$ cat config.mk
export PLATFORM = sky130hd
export DESIGN_NAME = pad_word_bridge
export DESIGN_NICKNAME = d
export VERILOG_FILES = /design/src/rtl/pad_bridge_pkg.sv /design/src/rtl/pad_sync.sv /design/src/rtl/pad_word_remap.sv /design/src/rtl/pad_read_port.sv /design/src/rtl/pad_word_bridge.sv
export SDC_FILE = /design/constraint.sdc
export NUM_CORES = 1
export LEC_CHECK = 0
export ABC_CLOCK_PERIOD_IN_PS = 3200
export CAP_MARGIN = 20
export CORE_UTILIZATION = 66
export CTS_CLUSTER_SIZE = 16
export DETAILED_ROUTE_END_ITERATION = 7
export DONT_BUFFER_PORTS = 1
export PLACE_DENSITY_LB_ADDON = 0.05
export SETUP_SLACK_MARGIN = 0.05
export SYNTH_ARGS = -nofsm -noshare
export SYNTH_HDL_FRONTEND = slang
export SYNTH_HIERARCHICAL = 1
export SYNTH_SLANG_ARGS = --single-unit
$ cat constraint.sdc
create_clock -name clk -period 3.2 [get_ports clk]
set_clock_uncertainty 0.05 [all_clocks]
set_input_delay 0.64 -clock clk [delete_from_list [all_inputs] [get_ports clk]]
set_output_delay 0.64 -clock clk [all_outputs]
set_load 0.05 [all_outputs]
$ cat src/rtl/pad_bridge_pkg.sv
package pad_bridge_pkg;

    localparam int IN_W   = 32;
    localparam int PAD_W  = 16;
    localparam int DATA_W = 32;
    localparam int ADDR_W = 4;

    localparam logic [DATA_W-1:0] STATUS_VALUE = 32'h0000_0001;

    typedef enum logic [ADDR_W-1:0] {
        OFS_PLAYER1 = 4'd0,
        OFS_PLAYER2 = 4'd1,
        OFS_STATUS  = 4'd2
    } reg_ofs_e;

    typedef struct packed {
        logic              valid;
        logic [DATA_W-1:0] data;
    } rd_resp_t;

    // Source input bit for each pad word bit (word bit k <- ~input[pad_src(k)]).
    function automatic int pad_src(input int k);
        case (k)
            0:  return 5;
            1:  return 14;
            2:  return 15;
            3:  return 4;
            4:  return 3;
            5:  return 0;
            6:  return 2;
            7:  return 1;
            8:  return 12;
            9:  return 13;
            10: return 10;
            11: return 11;
            12: return 6;
            13: return 9;
            14: return 7;
            default: return 8;
        endcase
    endfunction

endpackage

$ cat src/rtl/pad_sync.sv
module pad_sync #(
    parameter int WIDTH  = 32,
    parameter int STAGES = 2
) (
    input  logic             clk,
    input  logic             rst,
    input  logic [WIDTH-1:0] async_in,
    output logic [WIDTH-1:0] sync_out
);
    logic [STAGES-1:0][WIDTH-1:0] chain;

    always_ff @(posedge clk) begin
        if (rst) begin
            chain <= '0;
        end else begin
            chain[0] <= async_in;
            for (int s = 1; s < STAGES; s++) begin
                chain[s] <= chain[s-1];
            end
        end
    end

    assign sync_out = chain[STAGES-1];


    reset_clears_chk: assert property (@(posedge clk)
        $past(rst) |-> (sync_out == '0));
endmodule

$ cat src/rtl/pad_word_remap.sv
module pad_word_remap
    import pad_bridge_pkg::*;
(
    input  logic [PAD_W-1:0] buttons,
    output logic [PAD_W-1:0] pad_word
);
    for (genvar k = 0; k < PAD_W; k++) begin : g_bit
        localparam int SRC = pad_src(k);
        assign pad_word[k] = ~buttons[SRC];
    end


    always_comb begin
        released_all_ones_chk: assert (!(buttons == '0) || (pad_word == '1));
    end
endmodule

$ cat src/rtl/pad_read_port.sv
module pad_read_port
    import pad_bridge_pkg::*;
(
    input  logic              clk,
    input  logic              rst,
    input  logic [PAD_W-1:0]  p1_word,
    input  logic [PAD_W-1:0]  p2_word,
    input  logic              rd_en,
    input  logic [ADDR_W-1:0] rd_addr,
    output logic [DATA_W-1:0] rd_data,
    output logic              rd_valid
);
    rd_resp_t resp_q;
    rd_resp_t resp_d;

    always_comb begin
        resp_d = '0;
        if (rd_en) begin
            resp_d.valid = 1'b1;
            case (rd_addr)
                OFS_PLAYER1: resp_d.data = {{(DATA_W-PAD_W){1'b0}}, p1_word};
                OFS_PLAYER2: resp_d.data = {{(DATA_W-PAD_W){1'b0}}, p2_word};
                OFS_STATUS:  resp_d.data = STATUS_VALUE;
                default:     resp_d.data = '0;
            endcase
        end
    end

    always_ff @(posedge clk) begin
        if (rst) resp_q <= '0;
        else     resp_q <= resp_d;
    end

    assign rd_data  = resp_q.data;
    assign rd_valid = resp_q.valid;


    valid_follows_strobe_chk: assert property (@(posedge clk) disable iff (rst)
        rd_en |=> rd_valid);

    data_zero_when_idle_chk: assert property (@(posedge clk) disable iff (rst)
        !rd_valid |-> (rd_data == '0));

    status_constant_chk: assert property (@(posedge clk) disable iff (rst)
        (rd_en && rd_addr == OFS_STATUS) |=> (rd_data == STATUS_VALUE));

    unmapped_zero_chk: assert property (@(posedge clk) disable iff (rst)
        (rd_en && rd_addr > OFS_STATUS) |=> (rd_data == '0));

    quiet_in_reset_chk: assert property (@(posedge clk)
        $past(rst) |-> (!rd_valid && rd_data == '0));
endmodule

$ cat src/rtl/pad_word_bridge.sv
module pad_word_bridge
    import pad_bridge_pkg::*;
(
    input  logic              clk,
    input  logic              rst,
    input  logic [IN_W-1:0]   p1_buttons,
    input  logic [IN_W-1:0]   p2_buttons,
    input  logic              rd_en,
    input  logic [ADDR_W-1:0] rd_addr,
    output logic [DATA_W-1:0] rd_data,
    output logic              rd_valid,
    input  logic              wr_en,
    input  logic [ADDR_W-1:0] wr_addr,
    input  logic [DATA_W-1:0] wr_data
);
    localparam int PLAYERS = 2;

    logic [PLAYERS-1:0][IN_W-1:0]  raw_in;
    logic [PLAYERS-1:0][IN_W-1:0]  synced;
    logic [PLAYERS-1:0][PAD_W-1:0] words;

    assign raw_in[0] = p1_buttons;
    assign raw_in[1] = p2_buttons;

    for (genvar p = 0; p < PLAYERS; p++) begin : g_player
        pad_sync #(.WIDTH(IN_W), .STAGES(2)) u_sync (
            .clk      (clk),
            .rst      (rst),
            .async_in (raw_in[p]),
            .sync_out (synced[p])
        );
        pad_word_remap u_remap (
            .buttons  (synced[p][PAD_W-1:0]),
            .pad_word (words[p])
        );


        upper_bits_dropped_chk: assert property (@(posedge clk) disable iff (rst)
            ($stable(synced[p][PAD_W-1:0]) && !$stable(synced[p][IN_W-1:PAD_W]))
                |-> $stable(words[p]));
    end

    pad_read_port u_read (
        .clk      (clk),
        .rst      (rst),
        .p1_word  (words[0]),
        .p2_word  (words[1]),
        .rd_en    (rd_en),
        .rd_addr  (rd_addr),
        .rd_data  (rd_data),
        .rd_valid (rd_valid)
    );


    players_independent_chk: assert property (@(posedge clk) disable iff (rst)
        $stable(synced[1]) |-> $stable(words[1]));


    write_strobe_known_chk: assert property (@(posedge clk) disable iff (rst)
        wr_en |-> !$isunknown({wr_addr, wr_data}));
endmodule

=== After elaboration in Yosys (flattened, before gate mapping) ===
Index checks and enable logic that the tools add are counted.

* Flip-flop bits (word level): 97
* Bits of input ports: 108
* Output and inout port bits: 33
* Logic and storage cells: 45

* Eq/ne operators: 2
* Mux-type cells: 2
* Bitwise logic cells: 33
* Reduce and logical (&&, ||, !) cells: 2

{| class="wikitable"
|+ Operators by type and width
! cell !! number
|-
| case mux 16 bit (3 select lines) || 1
|-
| 2-to-1 mux 33 bit || 1
|-
| inverter 1 bit || 33
|-
| equality test 4 x 1 -> 1 bit, second input constant || 1
|-
| equality test 4 x 2 -> 1 bit, second input constant || 1
|-
| logical NOT 4 bit || 1
|-
| OR reduction 2 bit || 1
|}

=== Depth between registers and ports, before layout ===
* Depth in word-level cells: 3
* Depth in mapped cells: 4
* Mapped depth without buffers: 3

=== Hierarchy ===
The synthesis kept the hierarchy.

{| class="wikitable"
|+ By module, submodules not included
! module !! instances !! cells an instance !! area an instance (um2) !! seq. area each (um2)
|-
| pad_sync || 2 || 167 || 2,158.3 || 1,281.2
|-
| pad_read_port || 1 || 75 || 810.8 || 340.3
|-
| pad_word_remap || 2 || 16 || 60.1 || 0.0
|}

=== Worst setup path after synthesis ===
Ideal clock, no wire load.

* Path kind: input -> register
* From: input port rst
* To: register u_read.resp_q, in the netlist u_read/rd_data[13]
* Library setup time: 74 ps
* Data arrival time: 1,567 ps
* Required time: 3,076 ps
* Path slack: 1,509 ps
* Stages on the path: 4
* Path buffers: 2
* Cell sequence: or4b_1 -> buf_2 -> buf_6 -> nor3_2

* Longest elaborated chain between the ends: 1

{| class="wikitable"
|+ Ends and longest elaborated chain
! what !! line !! source
|-
| start: declaration || pad_word_bridge.sv:5 || <nowiki>input logic rst,</nowiki>
|-
| OR reduction 2 bit (no line) || -- ||
|-
| end signal: assignment || pad_read_port.sv:31 || <nowiki>else resp_q <= resp_d;</nowiki>
|-
| end: declaration || pad_read_port.sv:13 || <nowiki>rd_resp_t resp_q;</nowiki>
|}

No other way between the ends.
A chain may end at the register's enable or synchronous reset.

=== Worst setup path after layout ===
* From: register u_read.resp_q, in the netlist u_read/rd_data[12]
* To: output port rd_data[12]

{| class="wikitable"
|+ RTL lines
! what !! line !! source
|-
| end: declaration || pad_word_bridge.sv:10 || <nowiki>output logic [DATA_W-1:0] rd_data,</nowiki>
|}

No word-level cell between the ends.

==> reports/metrics.csv <==
metric,value,unit
status,"finished, violations left",
violations,design-rule violations,
clk_pin_slew_worst_paths,0.08,ns
synth_warnings,6,
syn_area,3140,sq um
post-route-worst-setup-slack,1.54,ns
drt_iter0_drc,47,
cts_tree,built,
required,2.51,ns
core_area,4470,sq um
crit_arrival,0.97,ns
start_util,0.701,
grt_first_pass_wirelength,5530,microns
hold_viol,0,
fp.dieW,70.9,microns
dr.pass1.iters,6,
antenna_found_initial,0,
hold_class,in -> reg,
holdWs,0.321,ns
cts_buffers,9,
syn_avg_cell_area,11.3,sq um
grt_pass1_vias,1169,
finalWirelength,3480,microns
placed_area,2740,sq um
track_usage,0.151,
die-area,5030,sq um
synthCells,277,
grt.overflow.total,0,
viasPerCell,4.41,
peakVddDrop,0.305,mV
cap_violations,0,
gp_congestion,0.700,
cts-root-buf,clkbuf_8,
drive_gt1_frac,0.344,
power_density,613,nW/um^2
drc,18,
num-nets-final,347,
clk_latency,0.33,ns
area_growth_syn_to_layout,-7.74,%
cts-hold-fix-buffers,0,
critical_path_class,reg -> out,
slew_viol_final,0,
antenna_cells,0,
worstMarginPinSlew,0.794,ns
crit_fanout,1,
dp_hpwl,2310,microns
stdcell_area,2890,sq um
grt_max_degree,67,
die_h,70.9,microns
clockBufferDepth,2,
post_cts_resized,0,
portBuffers,0,
max_slew_margin,0.471,
wl_per_cell,11.8,microns
startpoint_type,flip-flop,
htree_levels,3,
rsz0062_at_grt,no,
finalCritPeriodShare,0.519,
leakagePower,1.15,nW
drtAntennaViolNets,0,
via_count,1304,
post-cts-setup-buffers,0,
finalSetupViolCount,0,
fin_tns_setup,0,ns
period_minus_slack,1.66,ns
fmax,602,MHz
num_rows,24,
dp_slack,1.22,ns
ios,141,
crit_path_end_kind,primary output,
clkSinkCount,81,
==> power breakdown <==
group	internal, mW	switching [mW]
clock network	0.284	0.313
logic	0.0424	0.0598
registers	1.05	0.0245
==> area by class of cell <==
type                       count  area, sq um
fill                         356         1580
multi-input combinational    115          928
tap                           52         65.1
clock buffer                  14          143
inverter                      32          120
clock inverter                 2         15.0
sequential                    81         1620
==> sequential cells by signal, summed over array words and instances (netlist names) <==
register and cells:
u_read/rd_data 16, g_player.u_sync/chain 32, g_player.u_sync/sync_out 32, u_read/rd_valid 1
==> layer usage <==
layer / track usage / up-vias / wire [microns]
met5: 0 / - / 0
met4: 0.120 / 0 / 48
met3: 0.0470 / 5 / 244
met2: 0.189 / 60 / 1430
met1: 0.211 / 559 / 1760
li1: - / 680 / -
==> path summary, 6_finish.rpt <==
path | start | end | slack (ns) | cells past startpoint
worst max-delay path | u_read/rd_data[12] | rd_data[12] | 1.54 | 0
worst min register to register | g_player[1].u_sync/chain[13] | g_player[1].u_sync/sync_out[13] | 0.38 | 1
worst min-delay path | rd_addr[1] | u_read/rd_data[1] | 0.32 | 1
worst max register to register | g_player[1].u_sync/sync_out[4] | u_read/rd_data[3] | 2.40 | 3
==> cell usage in the layout (no fill, tap or decap), types with 2 or more instances in the layout <==
master	n
clkinvlp_4	2
nor3_1	6
mux2i_1	15
dfxtp_1	81
nor2b_1	2
nor2b_2	62
clkbuf_8	9
inv_1	32
conb_1	16
nor3_2	10
clkbuf_1	5
==> through the flow <==
stage / utilization / std cells / power, mW
floorplan: - / 292 / 1.26
global placement: 0.611 / 280 / 1.20
detailed placement: 0.611 / 280 / 1.20
CTS: 0.647 / 296 / 1.79
global route: 0.647 / 296 / 1.84
finish: 0.647 / 296 / 1.77
(Power assumes the default switching activity.)
